File: src/rtl/lcs_pkg.sv
package lcs_pkg;
  localparam int ST_W  = 7;
  localparam int IDX_W = 4;
  localparam int ERR_W = 5;

  localparam int E_OVF   = 0;
  localparam int E_PROG  = 1;
  localparam int E_TRANS = 2;
  localparam int E_TOKEN = 3;
  localparam int E_AGENT = 4;

  typedef enum logic [IDX_W-1:0] {
    PH_RESET   = 4'd1,
    PH_IDLE    = 4'd2,
    PH_CLKMUX  = 4'd3,
    PH_CNTINC  = 4'd4,
    PH_CNTPRG  = 4'd5,
    PH_TCHECK  = 4'd6,
    PH_HASH    = 4'd7,
    PH_FLASH   = 4'd8,
    PH_TOK0    = 4'd9,
    PH_TOK1    = 4'd10,
    PH_TPROG   = 4'd11,
    PH_POST    = 4'd12,
    PH_SCRAP   = 4'd13,
    PH_ESC     = 4'd14,
    PH_INVALID = 4'd15
  } phase_e;

  // Distance-3 code word: four index bits followed by three parity bits.
  function automatic logic [ST_W-1:0] st_enc(input logic [IDX_W-1:0] d);
    logic p1, p2, p3;
    p1 = d[3] ^ d[2] ^ d[0];
    p2 = d[3] ^ d[1] ^ d[0];
    p3 = d[2] ^ d[1] ^ d[0];
    return {d, p1, p2, p3};
  endfunction
endpackage

File: src/rtl/lcs_rst_sync.sv
module lcs_rst_sync #(
  parameter int STAGES = 2
) (
  input  logic clk_i,
  input  logic rst_ni,
  output logic rst_sync_no
);
  logic [STAGES-1:0] sync_q;

  always_ff @(posedge clk_i or negedge rst_ni) begin
    if (!rst_ni) sync_q <= '0;
    else         sync_q <= {sync_q[STAGES-2:0], 1'b1};
  end

  assign rst_sync_no = sync_q[STAGES-1];
endmodule

File: src/rtl/lcs_state_chk.sv
module lcs_state_chk
  import lcs_pkg::*;
(
  input  logic [ST_W-1:0] raw_i,
  output phase_e          phase_o,
  output logic            illegal_o
);
  localparam int N_CODES = 1 << IDX_W;

  always_comb begin
    phase_o   = PH_ESC;
    illegal_o = 1'b1;
    for (int i = 1; i < N_CODES; i++) begin
      if (raw_i == st_enc(IDX_W'(i))) begin
        phase_o   = phase_e'(IDX_W'(i));
        illegal_o = 1'b0;
      end
    end
  end
endmodule

File: src/rtl/lcs_next_state.sv
module lcs_next_state
  import lcs_pkg::*;
(
  input  phase_e           cur_i,
  input  logic             esc_any_i,
  input  logic             req_valid_i,
  input  logic             scrap_cond_i,
  input  logic             decode_fault_i,
  input  logic             cnt_at_max_i,
  input  logic             trans_ok_i,
  input  logic             rma_i,
  input  logic             tok_lo_ok_i,
  input  logic             tok_hi_ok_i,
  input  logic             agent_failed_i,
  input  logic             clkmux_ack_i,
  input  logic             otp_ack_i,
  input  logic             otp_err_i,
  input  logic             hash_ack_i,
  input  logic             hash_err_i,
  input  logic             flash_ack_i,
  input  logic             flash_err_i,
  output phase_e           nxt_o,
  output logic [ERR_W-1:0] err_set_o
);
  logic esc_allowed;

  assign esc_allowed = (cur_i != PH_RESET) && (cur_i != PH_SCRAP) && (cur_i != PH_ESC);

  always_comb begin
    nxt_o     = cur_i;
    err_set_o = '0;
    if (esc_any_i && esc_allowed) begin
      nxt_o = PH_ESC;
    end else begin
      unique case (cur_i)
        PH_RESET:  nxt_o = PH_IDLE;
        PH_IDLE: begin
          if (decode_fault_i)                   nxt_o = PH_INVALID;
          else if (req_valid_i && scrap_cond_i) nxt_o = PH_SCRAP;
          else if (req_valid_i)                 nxt_o = PH_CLKMUX;
        end
        PH_CLKMUX: if (clkmux_ack_i) nxt_o = PH_CNTINC;
        PH_CNTINC: begin
          if (cnt_at_max_i) begin
            nxt_o            = PH_POST;
            err_set_o[E_OVF] = 1'b1;
          end else begin
            nxt_o = PH_CNTPRG;
          end
        end
        PH_CNTPRG: begin
          if (otp_ack_i && otp_err_i) begin
            nxt_o             = PH_POST;
            err_set_o[E_PROG] = 1'b1;
          end else if (otp_ack_i) begin
            nxt_o = PH_TCHECK;
          end
        end
        PH_TCHECK: begin
          if (!trans_ok_i) begin
            nxt_o              = PH_POST;
            err_set_o[E_TRANS] = 1'b1;
          end else begin
            nxt_o = PH_HASH;
          end
        end
        PH_HASH: begin
          if (hash_ack_i && hash_err_i) begin
            nxt_o              = PH_POST;
            err_set_o[E_AGENT] = 1'b1;
          end else if (hash_ack_i) begin
            nxt_o = rma_i ? PH_FLASH : PH_TOK0;
          end
        end
        PH_FLASH: begin
          if (flash_ack_i) begin
            nxt_o              = PH_TOK0;
            err_set_o[E_AGENT] = flash_err_i;
          end
        end
        PH_TOK0: begin
          if (agent_failed_i) begin
            nxt_o = PH_POST;
          end else if (!tok_lo_ok_i) begin
            nxt_o              = PH_POST;
            err_set_o[E_TOKEN] = 1'b1;
          end else begin
            nxt_o = PH_TOK1;
          end
        end
        PH_TOK1: begin
          if (tok_hi_ok_i) begin
            nxt_o = PH_TPROG;
          end else begin
            nxt_o              = PH_POST;
            err_set_o[E_TOKEN] = 1'b1;
          end
        end
        PH_TPROG: begin
          if (otp_ack_i) begin
            nxt_o             = PH_POST;
            err_set_o[E_PROG] = otp_err_i;
          end
        end
        PH_POST, PH_SCRAP, PH_ESC, PH_INVALID: nxt_o = cur_i;
        default: nxt_o = PH_ESC;
      endcase
    end
  end
endmodule

File: src/rtl/lcs_err_track.sv
module lcs_err_track #(
  parameter int W = 5
) (
  input  logic         clk_i,
  input  logic         rst_ni,
  input  logic [W-1:0] set_i,
  output logic [W-1:0] err_o
);
  logic [W-1:0] err_q;
  logic         upd_en;

  assign upd_en = |set_i;

  always_ff @(posedge clk_i or negedge rst_ni) begin
    if (!rst_ni)     err_q <= '0;
    else if (upd_en) err_q <= err_q | set_i;
  end

  assign err_o = err_q;
endmodule

File: src/rtl/lifecycle_step_seq.sv
module lifecycle_step_seq
  import lcs_pkg::*;
#(
  parameter int EN_W = 4
) (
  input  logic             clk_i,
  input  logic             rst_ni,
  input  logic             esc0_i,
  input  logic             esc1_i,
  input  logic             req_valid_i,
  input  logic             req_rma_i,
  input  logic             scrap_cond_i,
  input  logic             decode_fault_i,
  input  logic             cnt_at_max_i,
  input  logic             trans_ok_i,
  input  logic             tok_lo_ok_i,
  input  logic             tok_hi_ok_i,
  output logic             clkmux_req_o,
  input  logic             clkmux_ack_i,
  output logic             otp_req_o,
  output logic             otp_op_o,
  input  logic             otp_ack_i,
  input  logic             otp_err_i,
  output logic             hash_req_o,
  input  logic             hash_ack_i,
  input  logic             hash_err_i,
  output logic             flash_req_o,
  input  logic             flash_ack_i,
  input  logic             flash_err_i,
  input  logic [EN_W-1:0]  en_req_i,
  output logic [EN_W-1:0]  lc_en_o,
  output logic [3:0]       phase_o,
  output logic [ERR_W-1:0] err_o,
  output logic             fatal_alert_o
);
  logic             rst_n_s;
  logic [ST_W-1:0]  state_q, state_d;
  phase_e           cur, nxt;
  logic             illegal;
  logic             rma_q, rma_en;
  logic             fatal_q;
  logic [ERR_W-1:0] err_set;
  logic [ERR_W-1:0] err_q;
  logic             esc_any;

  lcs_rst_sync #(.STAGES(2)) u_rst_sync (
    .clk_i       (clk_i),
    .rst_ni      (rst_ni),
    .rst_sync_no (rst_n_s)
  );

  lcs_state_chk u_state_chk (
    .raw_i     (state_q),
    .phase_o   (cur),
    .illegal_o (illegal)
  );

  assign esc_any = esc0_i | esc1_i;

  lcs_next_state u_next (
    .cur_i          (cur),
    .esc_any_i      (esc_any),
    .req_valid_i    (req_valid_i),
    .scrap_cond_i   (scrap_cond_i),
    .decode_fault_i (decode_fault_i),
    .cnt_at_max_i   (cnt_at_max_i),
    .trans_ok_i     (trans_ok_i),
    .rma_i          (rma_q),
    .tok_lo_ok_i    (tok_lo_ok_i),
    .tok_hi_ok_i    (tok_hi_ok_i),
    .agent_failed_i (err_q[E_AGENT]),
    .clkmux_ack_i   (clkmux_ack_i),
    .otp_ack_i      (otp_ack_i),
    .otp_err_i      (otp_err_i),
    .hash_ack_i     (hash_ack_i),
    .hash_err_i     (hash_err_i),
    .flash_ack_i    (flash_ack_i),
    .flash_err_i    (flash_err_i),
    .nxt_o          (nxt),
    .err_set_o      (err_set)
  );

  lcs_err_track #(.W(ERR_W)) u_err (
    .clk_i  (clk_i),
    .rst_ni (rst_n_s),
    .set_i  (err_set),
    .err_o  (err_q)
  );

  assign state_d = st_enc(nxt);

  always_ff @(posedge clk_i or negedge rst_n_s) begin
    if (!rst_n_s) state_q <= st_enc(PH_RESET);
    else          state_q <= state_d;
  end

  assign rma_en = (cur == PH_IDLE) && req_valid_i;

  always_ff @(posedge clk_i or negedge rst_n_s) begin
    if (!rst_n_s)    rma_q <= 1'b0;
    else if (rma_en) rma_q <= req_rma_i;
  end

  always_ff @(posedge clk_i or negedge rst_n_s) begin
    if (!rst_n_s)     fatal_q <= 1'b0;
    else if (illegal) fatal_q <= 1'b1;
  end

  assign clkmux_req_o  = (cur == PH_CLKMUX);
  assign otp_req_o     = (cur == PH_CNTPRG) || (cur == PH_TPROG);
  assign otp_op_o      = (cur == PH_TPROG);
  assign hash_req_o    = (cur == PH_HASH);
  assign flash_req_o   = (cur == PH_FLASH);
  assign lc_en_o       = ((cur == PH_ESC) || (cur == PH_SCRAP)) ? '0 : en_req_i;
  assign phase_o       = cur;
  assign err_o         = err_q;
  assign fatal_alert_o = fatal_q | illegal;
endmodule

File: config.mk
export PLATFORM = sky130hd
export DESIGN_NAME = lifecycle_step_seq
export DESIGN_NICKNAME = d
export VERILOG_FILES = /design/src/rtl/lcs_pkg.sv /design/src/rtl/lcs_rst_sync.sv /design/src/rtl/lcs_state_chk.sv /design/src/rtl/lcs_next_state.sv /design/src/rtl/lcs_err_track.sv /design/src/rtl/lifecycle_step_seq.sv
export SDC_FILE = /design/constraint.sdc
export NUM_CORES = 1
export LEC_CHECK = 0
export BUFFER_PORTS_ARGS = -buffer_cell sky130_fd_sc_hd__buf_2
export CORE_MARGIN = 1
export CORE_UTILIZATION = 50
export DETAILED_ROUTE_END_ITERATION = 6
export GPL_TIMING_DRIVEN = 0
export PLACE_DENSITY = 0.78
export SYNTH_ARGS = -nofsm -noshare
export SYNTH_HDL_FRONTEND = slang
export SYNTH_SLANG_ARGS = --single-unit
File: constraint.sdc
create_clock -name clk_i -period 2.45 [get_ports clk_i]
set_input_delay 0.3675 -clock clk_i [delete_from_list [all_inputs] [get_ports clk_i]]
set_output_delay 0.3675 -clock clk_i [all_outputs]
set_load 0.005 [all_outputs]
==> impl_results.md, run 1 <==
* WS Path Type: reg -> reg
* Final period utilization at 1.082
* Final Setup Violations at 10
* Final setup margin at -0.2004 ns
* Most frequent standard cell in the layout excluding fill and tap cells: buf_2
* Drt pass-1 iters at 7
* Crit path top cell by count: buf_4
* Run status: complete, but fails checks
* Async set-or-reset flop fraction in the synthesized netlist at 1.000
* Peak VDD IR at 0.0002912 V
* Final Hold Viols at 0
* Post-layout util at 0.7381
* Worst-path cell chain: buf_4 -> nand3b_1 -> buf_6 -> o32a_1 -> o211ai_1 -> buf_4 -> nor4_4 -> a211oi_2 -> buf_4 -> mux2i_4 -> xnor2_1
* DRT Wirelength at 5520 µm
* Cts bufs inserted at 3
* Area Overhead vs Synth at 35.22%
* Synth Area in Simple Gates at 0.3689
* Crit Path Max Fanout at 10
* Layout cells sized above 1 at 0.4730
* Layout filler cell count at 199
* Routed len/inst at 19.51 µm
* Max Cap Violations at 0
* Vias at 1,838
* Yosys reg bits at 16
* Die ar. at 3369 µm²
* Proportion of synthesized area in mux cells at 0.03028
* Commonest cells after routing, fill and taps aside: 43 x buf_2, 24 x buf_4, 12 x dfrtp_1
* Failing checks: DRC, setup timing
* Hold Crit Class: reg -> async
* ANT cells at 0
* CTS HTree Levels at 1
* Post-Route Skew at 0.01277 ns
* Synth Instances at 180
* Avg Cell Area, Syn at 8.724 µm²
* Yosys Warn Count at 0
* Max-slew violations at 0
* Sink Count at 16
* Final Net Count at 265
* Synth Area in Compound Gates at 0.2534
* Prevailing post-synth register cell: dfrtp_1
* IO buf count at 41
* Detailed-route DRC error count at 1
* CTS Root Cell: clkbuf_4
* Critical path's slowest cell: dfrtp_1
* Crit end category: register
* CP bufs+invs at 4
* Mapped Area at 1570 µm²
* Core area at 2877 µm²
* Yosys cell types at 68
* WP data arrival at 2.85 ns
* Die height at 58.04 µm
* Clock-pin transition on the worst setup and hold timing paths at 0.09 ns
* GRT overflow at 0
* Clock buffer depth at 2
* DIE WIDTH at 58.04 µm
* Max transition margin at 0.5669
* Synthesized-area fraction occupied by adder cells at 0
* Initial antenna violation count at 0
* Largest net degree at the start of global routing at 15
* Max Clk Rate at 0.3773 GHz
* Slew at the pin closest to its max-slew limit at 0.6496 ns
* First-pass GRT wire length at 8314 µm
* Io pins at 42
* GPL Wtd Cong at 0.9128
* Final ANT Viol Nets at 0
* Critical Path RT at 2.65 ns
* Final HPWL DP at 3486 µm
* Worst skew pair latency at 0.28 ns
* Top delay family on crit path: compound AO/OA/AOI/OAI gates
* XOR/XNOR Fraction of Synth Area at 0.02231
* DRC marker count from the first detailed-route iteration at 157
* Crit path largest cell delay at 0.44 ns
* Vias per inst at 6.495
* EDFF count, synth at 0
* CTS tree: built
* Largest family of logic cells by synthesized area: simple AND/OR/NAND/NOR gates
* Met2 wire length at 2680 µm
* Row count at 19
* Startpoint class of the critical path: register
* LEAKAGE at 0.9389 nW
* Wire length on met1 at 2035 µm
* Initial Utilization at 0.5459
* Seq/Total Area, Yosys at 0.2582
* Vias in the first global route at 1,729
* Crit path time final at 2.650 ns
* Met3 WL post-DR at 511 µm
* Syn nets at 203
* PwrDens at 215.0 nW/µm²
* RSZ-0062 raised after global routing: true
* Highest Signal Layer: met4
* Global-route usage over all layers at 0.3227
* Power Total at 0.4564 mW
## cell usage after synthesis (2+ instances only)
cell	number	area [µm²]
a21o_1	5	37.54
o211ai_1	3	22.52
dfstp_2	4	105.1
dfrtp_1	12	300.3
nand3b_1	3	22.52
nor3_1	6	30.03
or3_1	2	12.51
nor3b_1	5	37.54
and2_1	7	43.79
or3b_1	2	17.52
o32ai_1	2	17.52
o21ai_0	5	25.02
mux2_2	2	22.52
nor4bb_1	6	60.06
a21oi_2	2	17.52
nand4_1	2	12.51
or2_2	2	12.51
nand3_1	5	25.02
o21ai_1	4	20.02
a21oi_1	9	45.04
xnor2_1	3	26.28
nand2_1	9	33.78
a31oi_1	2	12.51
and3_1	3	18.77
buf_4	2	15.01
nor4_1	2	12.51
o22ai_1	2	12.51
nand4bb_1	4	45.04
and3b_1	3	26.28
a22oi_1	2	15.01
clkbuf_1	3	11.26
nor2b_1	3	18.77
inv_1	4	15.01
nor2_1	8	30.03
buf_2	9	45.04
## cells by family after synthesis
| kind of cell | Yosys count |
|---|---|
| multiplexers | 4 |
| other | 1 |
| XOR/XNOR | 4 |
| buffers and inverters | 20 |
| AND/OR/NAND/NOR | 84 |
| AO/OA/AOI/OAI | 51 |
| flip-flops | 16 |
## repair_timing
item,4_1_cts,5_1_grt
pin swaps,12,3
cloned,0,0
gates resized for setup,27,7
setup endpoints to repair,12,15
setup buffers,15,3
endpoints found under the hold margin,2,0
hold buffers,1,0
## area by class of cell
class | instances | area, µm² | share of cell area
multi-input cells | 144 | 1176 | 0.5539
clock buffers | 4 | 26.28 | 0.01237
flip-flops and latches | 16 | 405.4 | 0.1909
plain buffers | 12 | 90.09 | 0.04243
repair buffers | 60 | 354.1 | 0.1668
well taps | 42 | 52.55 | 0.02475
inverters | 5 | 18.77 | 0.008839
## registers in the layout, indices dropped and copies added, names as in the netlist
name / cells
fatal_q: 1
rma_q: 1
state_q: 7
u_err.err_o: 5
u_rst_sync.sync_q: 2
## routing by layer
| metal | GRT usage | vias up |
|---|---|---|
| met1 | 0.3890 | 866 |
| li1 | - | 810 |
| met5 | 0 | - |
| met3 | 0.04688 | 28 |
| met2 | 0.5665 | 134 |
| met4 | 0.1463 | 0 |
## through the flow
step	setup TNS [ns]	std cells	hold slack, ns	area [µm²]	worst slack, ns
finish	-1.462	283	0.2380	2123	-0.2004
global route	-2.568	283	0.2876	2123	-0.2835
CTS	-0.6935	280	0.2462	2063	-0.1278
detailed placement	-1.475	263	0.1562	1828	-0.2386
global placement	-1.215	263	0.1528	1828	-0.1722
floorplan	0	180	0.07191	1570	0.1191
## where the power goes
group | internal [mW] | switching, mW
Combinational | 0.0234 | 0.0212
Sequential | 0.270 | 0.00649
Clock | 0.0630 | 0.0728
## worst paths after layout
check / startpoint / to / slack (ns) / cells past startpoint
min reg2reg: u_rst_sync.sync_q[1] / u_err.err_o[1] / 0.24 / 0
max in group asynchronous: u_rst_sync.sync_q[1] / state_q[0] / 1.82 / 0
max: state_q[4] / state_q[2] / -0.20 / 11
min: u_rst_sync.sync_q[1] / u_err.err_o[1] / 0.24 / 0
min in group clk_i: req_rma_i / rma_q / 0.34 / 2
max reg2reg: state_q[4] / state_q[2] / -0.20 / 11
(Power assumes the default switching activity.)
==> run 2: changes to the inputs <==
PLACE_DENSITY = 0.79   (was 0.78)
RECOVER_POWER = 50   (was not set)
SLEW_MARGIN = 15   (was not set)
SYNTH_HIERARCHICAL = 1   (was not set)
==> run 2 against run 1 <==
- the run ends with setup timing left
- sequential power is essentially flat
- first-iteration DRC count rose by 83%
- flip-flop and latch count stayed put
- core utilization up 19 points
- non-clock buffer count rose by 16
- global-route usage up 0.34 points
- clock-buffer cell count did not move
- worst setup slack got worse by 0.53 ns
- clock power up 34%
- cell count is 5.3% higher
- highest routed layer unchanged
==> impl_results.md, run 2 <==
* Area Overhead vs Synth at 70.39%
* Initial antenna violation count at 0
* CTS Root Cell: clkbuf_4
* Die ar. at 3319 µm²
* Final Hold Viols at 0
* Global-route usage over all layers at 0.3260
* Crit Path Max Fanout at 10
* Vias per inst at 7.466
* Setup TNS at -11.85 ns
* Final Cell Area at 2635 µm²
* LEAKAGE at 1.132 nW
* CTS tree: built
* Yosys Warn Count at 6
* Critical Path RT at 2.68 ns
* Routed len/inst at 26.06 µm
* Met2 wire length at 3559 µm
* Drt pass-1 iters at 7
* Die height at 57.62 µm
* WS Path Type: reg -> reg
* CTS HTree Levels at 1
* DRC marker count from the first detailed-route iteration at 287
* EDFF count, synth at 0
* Placed cell count at 260
* Final Net Count at 291
* Clock-pin transition on the worst setup and hold timing paths at 0.10 ns
* Share of the synthesized area in the top cell type at 0.1942
* Initial Utilization at 0.5421
* Yosys reg bits at 16
* Power Total at 0.5234 mW
* Highest Signal Layer: met4
* RSZ-0062 raised after global routing: true
* Largest net degree at the start of global routing at 15
* IO buf count at 41
* Vias in the first global route at 1,729
* Core area at 2853 µm²
* WP data arrival at 3.41 ns
* Max transition margin at 0.6188
* GRT overflow at 0
* Crit path time final at 3.184 ns
* Non-Filler Instances at 298
* Final Setup Violations at 27
* GPL Wtd Cong at 0.9336
* Seq/Total Area, Yosys at 0.2621
* Prevailing post-synth register cell: dfrtp_1
* Detailed-route DRC error count at 0
* Row count at 19
* Worst-path cell chain: clkbuf_2 -> nand2_1 -> a21oi_1 -> nor3_1 -> a311o_2 -> buf_8 -> buf_6 -> xor2_1 -> o22ai_1 -> a21oi_2 -> a31oi_4 -> xnor2_2 -> xnor2_1
* Placed inst area at 1879 µm²
* Hold slack at 0.2279 ns
* Final ANT Viol Nets at 0
* Most frequent standard cell in the layout excluding fill and tap cells: buf_2
* Critical path's slowest cell: dfstp_2
* Crit end category: register
* Commonest cells after routing, fill and taps aside: 39 x buf_2, 20 x buf_6, 19 x buf_4
* Sink Count at 16
* Async set-or-reset flop fraction in the synthesized netlist at 1.000
* Peak VDD IR at 0.0004570 V
* Yosys top cell by area: dfrtp_1
* Max-slew violations at 0
* DRT Wirelength at 7767 µm
* Top cells by area, synth: dfrtp_1 19%, dfstp_2 6.8%, a21oi_1 5.5%, nand2b_1 5.3%, nor2b_1 3.2%
* Avg Cell Area, Syn at 8.226 µm²
* Layout cells sized above 1 at 0.5805
* Final period utilization at 1.300
* Slew at the pin closest to its max-slew limit at 0.5717 ns
* PwrDens at 198.6 nW/µm²
* Final HPWL DP at 2822 µm
* Vias at 2,225
* Io pins at 42
* Clock buffer depth at 2
* Max Clk Rate at 0.3140 GHz
* Mapped Area at 1546 µm²
* Yosys cell types at 62
* Hold Crit Class: reg -> async
* Post-synth top cells: 17 x a21oi_1, 13 x nand2b_1, 12 x dfrtp_1
* Run status: complete, but fails checks
* Met3 WL post-DR at 837 µm
* Post-Route Skew at 0.009871 ns
* Worst skew pair latency at 0.30 ns
* Startpoint class of the critical path: register
* First-pass GRT wire length at 8280 µm
* Crit path largest cell delay at 0.58 ns
* Failing checks: setup timing
* DIE WIDTH at 57.62 µm
* Cts bufs inserted at 3
* Max Cap Violations at 0
* Wire length on met1 at 2626 µm
* Syn nets at 211
* Most common cell in the synthesized netlist: a21oi_1
* Largest Register: state_q
* Synth Instances at 188
* ANT cells at 0
* Largest register FFs at 7
* Final setup margin at -0.7344 ns
[run 2: cell count changes after synthesis, sizes merged, moves of 4 or more]
cell    previous run  this run
nand2b             1        13
or2                3        10
a21oi             11        17
and2               8         2
nor4bb             6         0
nor2b              3         8
a21o               5         1
nand3              5         1
o21ai              9         5
[run 2: cell type report]
| class | instances | area, µm² |
|---|---|---|
| buffer | 12 | 126.4 |
| clock buffer | 4 | 36.28 |
| fill | 105 | 217.7 |
| inverter | 3 | 13.76 |
| multi-input combinational | 156 | 1473 |
| sequential | 16 | 407.9 |
| tap | 31 | 38.79 |
| timing repair buffer | 76 | 539.3 |
[run 2: power breakdown]
part,switching (mW),internal [mW]
clock network,0.0915,0.0907
logic,0.0356,0.0302
registers,0.00634,0.269
[run 2: metrics by stage]
stage,utilization,setup slack (ns)
after floorplan,-,-0.4232
after detailed placement,0.6588,-0.6817
after CTS,0.8114,-0.4916
final,0.9237,-0.7344
after global routing,0.9237,-0.8848
after global placement,0.6588,-0.6420
[run 2: path summary, 6_finish.rpt]
path                                      start    endpoint  slack (ns)  cells past startpoint
min                        u_rst_sync/sync_q[1]     fatal_q        0.23                      0
max reg2reg                          state_q[3]  state_q[0]       -0.73                     13
max                                  state_q[3]  state_q[0]       -0.73                     13
min reg2reg                u_rst_sync/sync_q[1]     fatal_q        0.23                      0
max in group asynchronous  u_rst_sync/sync_q[1]  state_q[5]        1.81                      0
min in group clk_i                    req_rma_i       rma_q        0.30                      2
[run 2: repair_timing]
action | in CTS | in global routing
resized for setup | 44 | 50
hold buffers | 1 | 0
buffers inserted | 25 | 9
pin swaps | 21 | 23
endpoints found under the hold margin | 2 | 0
endpoints found under the setup margin | 27 | 27
gates cloned | 2 | 0
[run 2: logic make-up (layout without fill, tap and decap cells)]
kind of cell    Yosys count  in the layout  share of synthesized area
xor+xnor                  7              7                    0.03964
mux                       2              2                    0.02427
simple gates             93             93                     0.3892
buf+inv                  17             95                    0.05582
other cells               1              1                   0.002425
flops                    16             16                     0.2621
compound gates           52             53                     0.2265
[run 2: critical path: cells and delay by family (launching register included)]
family,cells,cell delay (ns)
buf+inv,3,0.62
flops,1,0.58
xor+xnor,3,0.50
compound gates,5,1.17
simple gates,2,0.23
[run 2: routing by layer]
metal,track usage,up-vias
li1,-,869
met1,0.4251,1039
met2,0.5615,225
met3,0.04911,92
met4,0.09408,0
met5,0,-
==> run 3: changes to the inputs <==
PLACE_DENSITY = 0.78   (was 0.79)
SYNTH_HIERARCHICAL = not set   (was 1)
==> run 3 against run 2 <==
- the run ends with DRC, setup timing left
- maximum frequency up 20%
- worst hold slack better by 0.011 ns
- clock-buffer cell count unchanged
- sequential share of layout area up 3.6 points
- first-iteration DRC count down 45%
- wire length down 29%
- clock skew up 0.0038 ns
- core utilization down 19 points
- critical path depth down 2
- combinational power down 33%
- design area down 19%
- critical path type unchanged
- highest routed layer unchanged
==> impl_results.md, run 3 (synthesized netlist as in run 1, its figures left out) <==
* Row count at 19
* Detailed-route DRC error count at 1
* GRT overflow at 0
* Area Overhead vs Synth at 35.14%
* Clock buffer depth at 2
* LEAKAGE at 0.9361 nW
* Routed len/inst at 19.51 µm
* WP data arrival at 2.84 ns
* Final HPWL DP at 3486 µm
* First-pass GRT wire length at 8314 µm
* Peak VDD IR at 0.0002912 V
* Final Setup Violations at 10
* RSZ-0062 raised after global routing: true
* Most frequent standard cell in the layout excluding fill and tap cells: buf_2
* Largest Register: state_q
* Final Net Count at 265
* CTS HTree Levels at 1
* Layout filler cell count at 199
* Failing checks: DRC, setup timing
* Layout cells sized above 1 at 0.4689
* Drt pass-1 iters at 7
* CTS Root Cell: clkbuf_4
* DIE WIDTH at 58.04 µm
* Die height at 58.04 µm
* Dpl ws at -0.2386 ns
* Crit path time final at 2.646 ns
* Post-Route Skew at 0.01370 ns
* Final setup margin at -0.1961 ns
* Io pins at 42
* Sink Count at 16
* GPL Wtd Cong at 0.9128
* FF-to-FF setup slack at -0.20 ns
* Slew at the pin closest to its max-slew limit at 0.6495 ns
* Max transition margin at 0.5670
* Run status: complete, but fails checks
* Max-slew violations at 0
* Max Cap Violations at 0
* Hold Crit Class: reg -> async
* Max Clk Rate at 0.3779 GHz
* Vias at 1,848
* ANT cells at 0
* Critical Path RT at 2.65 ns
* Vias per inst at 6.530
* Vias in the first global route at 1,729
* Final period utilization at 1.080
* Crit Path Max Fanout at 10
* CTS tree: built
* Startpoint class of the critical path: register
* Final Hold Viols at 0
* Cts bufs inserted at 3
* FF-to-FF Start: state_q[4]
* Hold slack at 0.2391 ns
* Setup TNS at -1.446 ns
* R2R depth at 11
* Initial Utilization at 0.5459
* Power Total at 0.4570 mW
* Crit end category: register
* PwrDens at 215.3 nW/µm²
* Core area at 2877 µm²
* Largest register FFs at 7
* Final ANT Viol Nets at 0
* WS Path Type: reg -> reg
* DRC marker count from the first detailed-route iteration at 157
* Die ar. at 3369 µm²
* Initial antenna violation count at 0
* Global-route usage over all layers at 0.3227
* RR Endpoint: state_q[2]
* IO buf count at 41
* DRT Wirelength at 5520 µm
* Commonest cells after routing, fill and taps aside: 42 x buf_2, 24 x buf_4, 12 x dfrtp_1
* Worst skew pair latency at 0.28 ns
* Largest net degree at the start of global routing at 15
* Clock-pin transition on the worst setup and hold timing paths at 0.09 ns
-- run 3: changes by cell type in the layout (fill, tap and decap cells not counted), moves of 4 or more --
cell      before  now
a21oi_1       11    7
nor4bb_1       0    6
nor2b_1        7    3
buf_6         20    3
nand2b_1      11    1
a21o_1         1    5
and2_1         0    6
nand3_1        0    4
or2_1          5    0
buf_4         19   24
-- run 3: timing repair --
item,4_1_cts,5_1_grt
hold buffers,1,0
resized for setup,27,7
hold endpoints to repair,2,0
setup endpoints to repair,12,15
pin swaps,12,3
buffers inserted,15,3
-- run 3: layout make-up --
class / instances / area, µm² / area share
buffer: 12 / 90.09 / 0.04245
multi-input combinational: 144 / 1176 / 0.5542
sequential: 16 / 405.4 / 0.1910
inverter: 5 / 18.77 / 0.008844
timing repair buffer: 60 / 352.8 / 0.1663
tap: 42 / 52.55 / 0.02476
clock buffer: 4 / 26.28 / 0.01238
-- run 3: stage by stage --
step                      instances  instance area, µm²    util
after floorplan                 180                1570       -
after global placement          263                1828  0.6355
after detailed placement        263                1828  0.6355
after CTS                       280                2063  0.7173
after global routing            283                2122  0.7377
final                           283                2122  0.7377
-- run 3: how the worst max path moves through the flow --
stage          slack (ns)        from          to
5_1_grt             -0.28  state_q[5]  state_q[0]
6_report            -0.20  state_q[4]  state_q[2]
2_1_floorplan        0.12  state_q[2]  state_q[1]
4_1_cts             -0.13  state_q[2]  lc_en_o[0]
3_5_place_dp        -0.24  state_q[3]  state_q[2]
3_3_place_gp        -0.17  state_q[3]  state_q[1]
-- run 3: where the power goes --
part           internal [mW]  switching [mW]  total, mW  leakage [nW]
combinational         0.0231          0.0211     0.0443         0.745
sequential             0.270         0.00651      0.276         0.176
clock                 0.0630          0.0736      0.137        0.0150
-- run 3: layer usage --
layer	vias to the layer above	share of wire	track usage
met5	-	0	0
met4	0	0.053	0.1463
met3	28	0.091	0.04688
met2	132	0.49	0.5665
met1	878	0.37	0.3890
li1	810	-	-
-- run 3: critical path: stages, from the launching register on --
cell,delay (ns)
dfrtp_1,0.44
buf_4,0.22
nand3b_1,0.16
buf_6,0.17
o32a_1,0.32
o211ai_1,0.22
buf_4,0.20
nor4_4,0.05
a211oi_2,0.24
buf_4,0.17
mux2i_4,0.24
xnor2_1,0.14
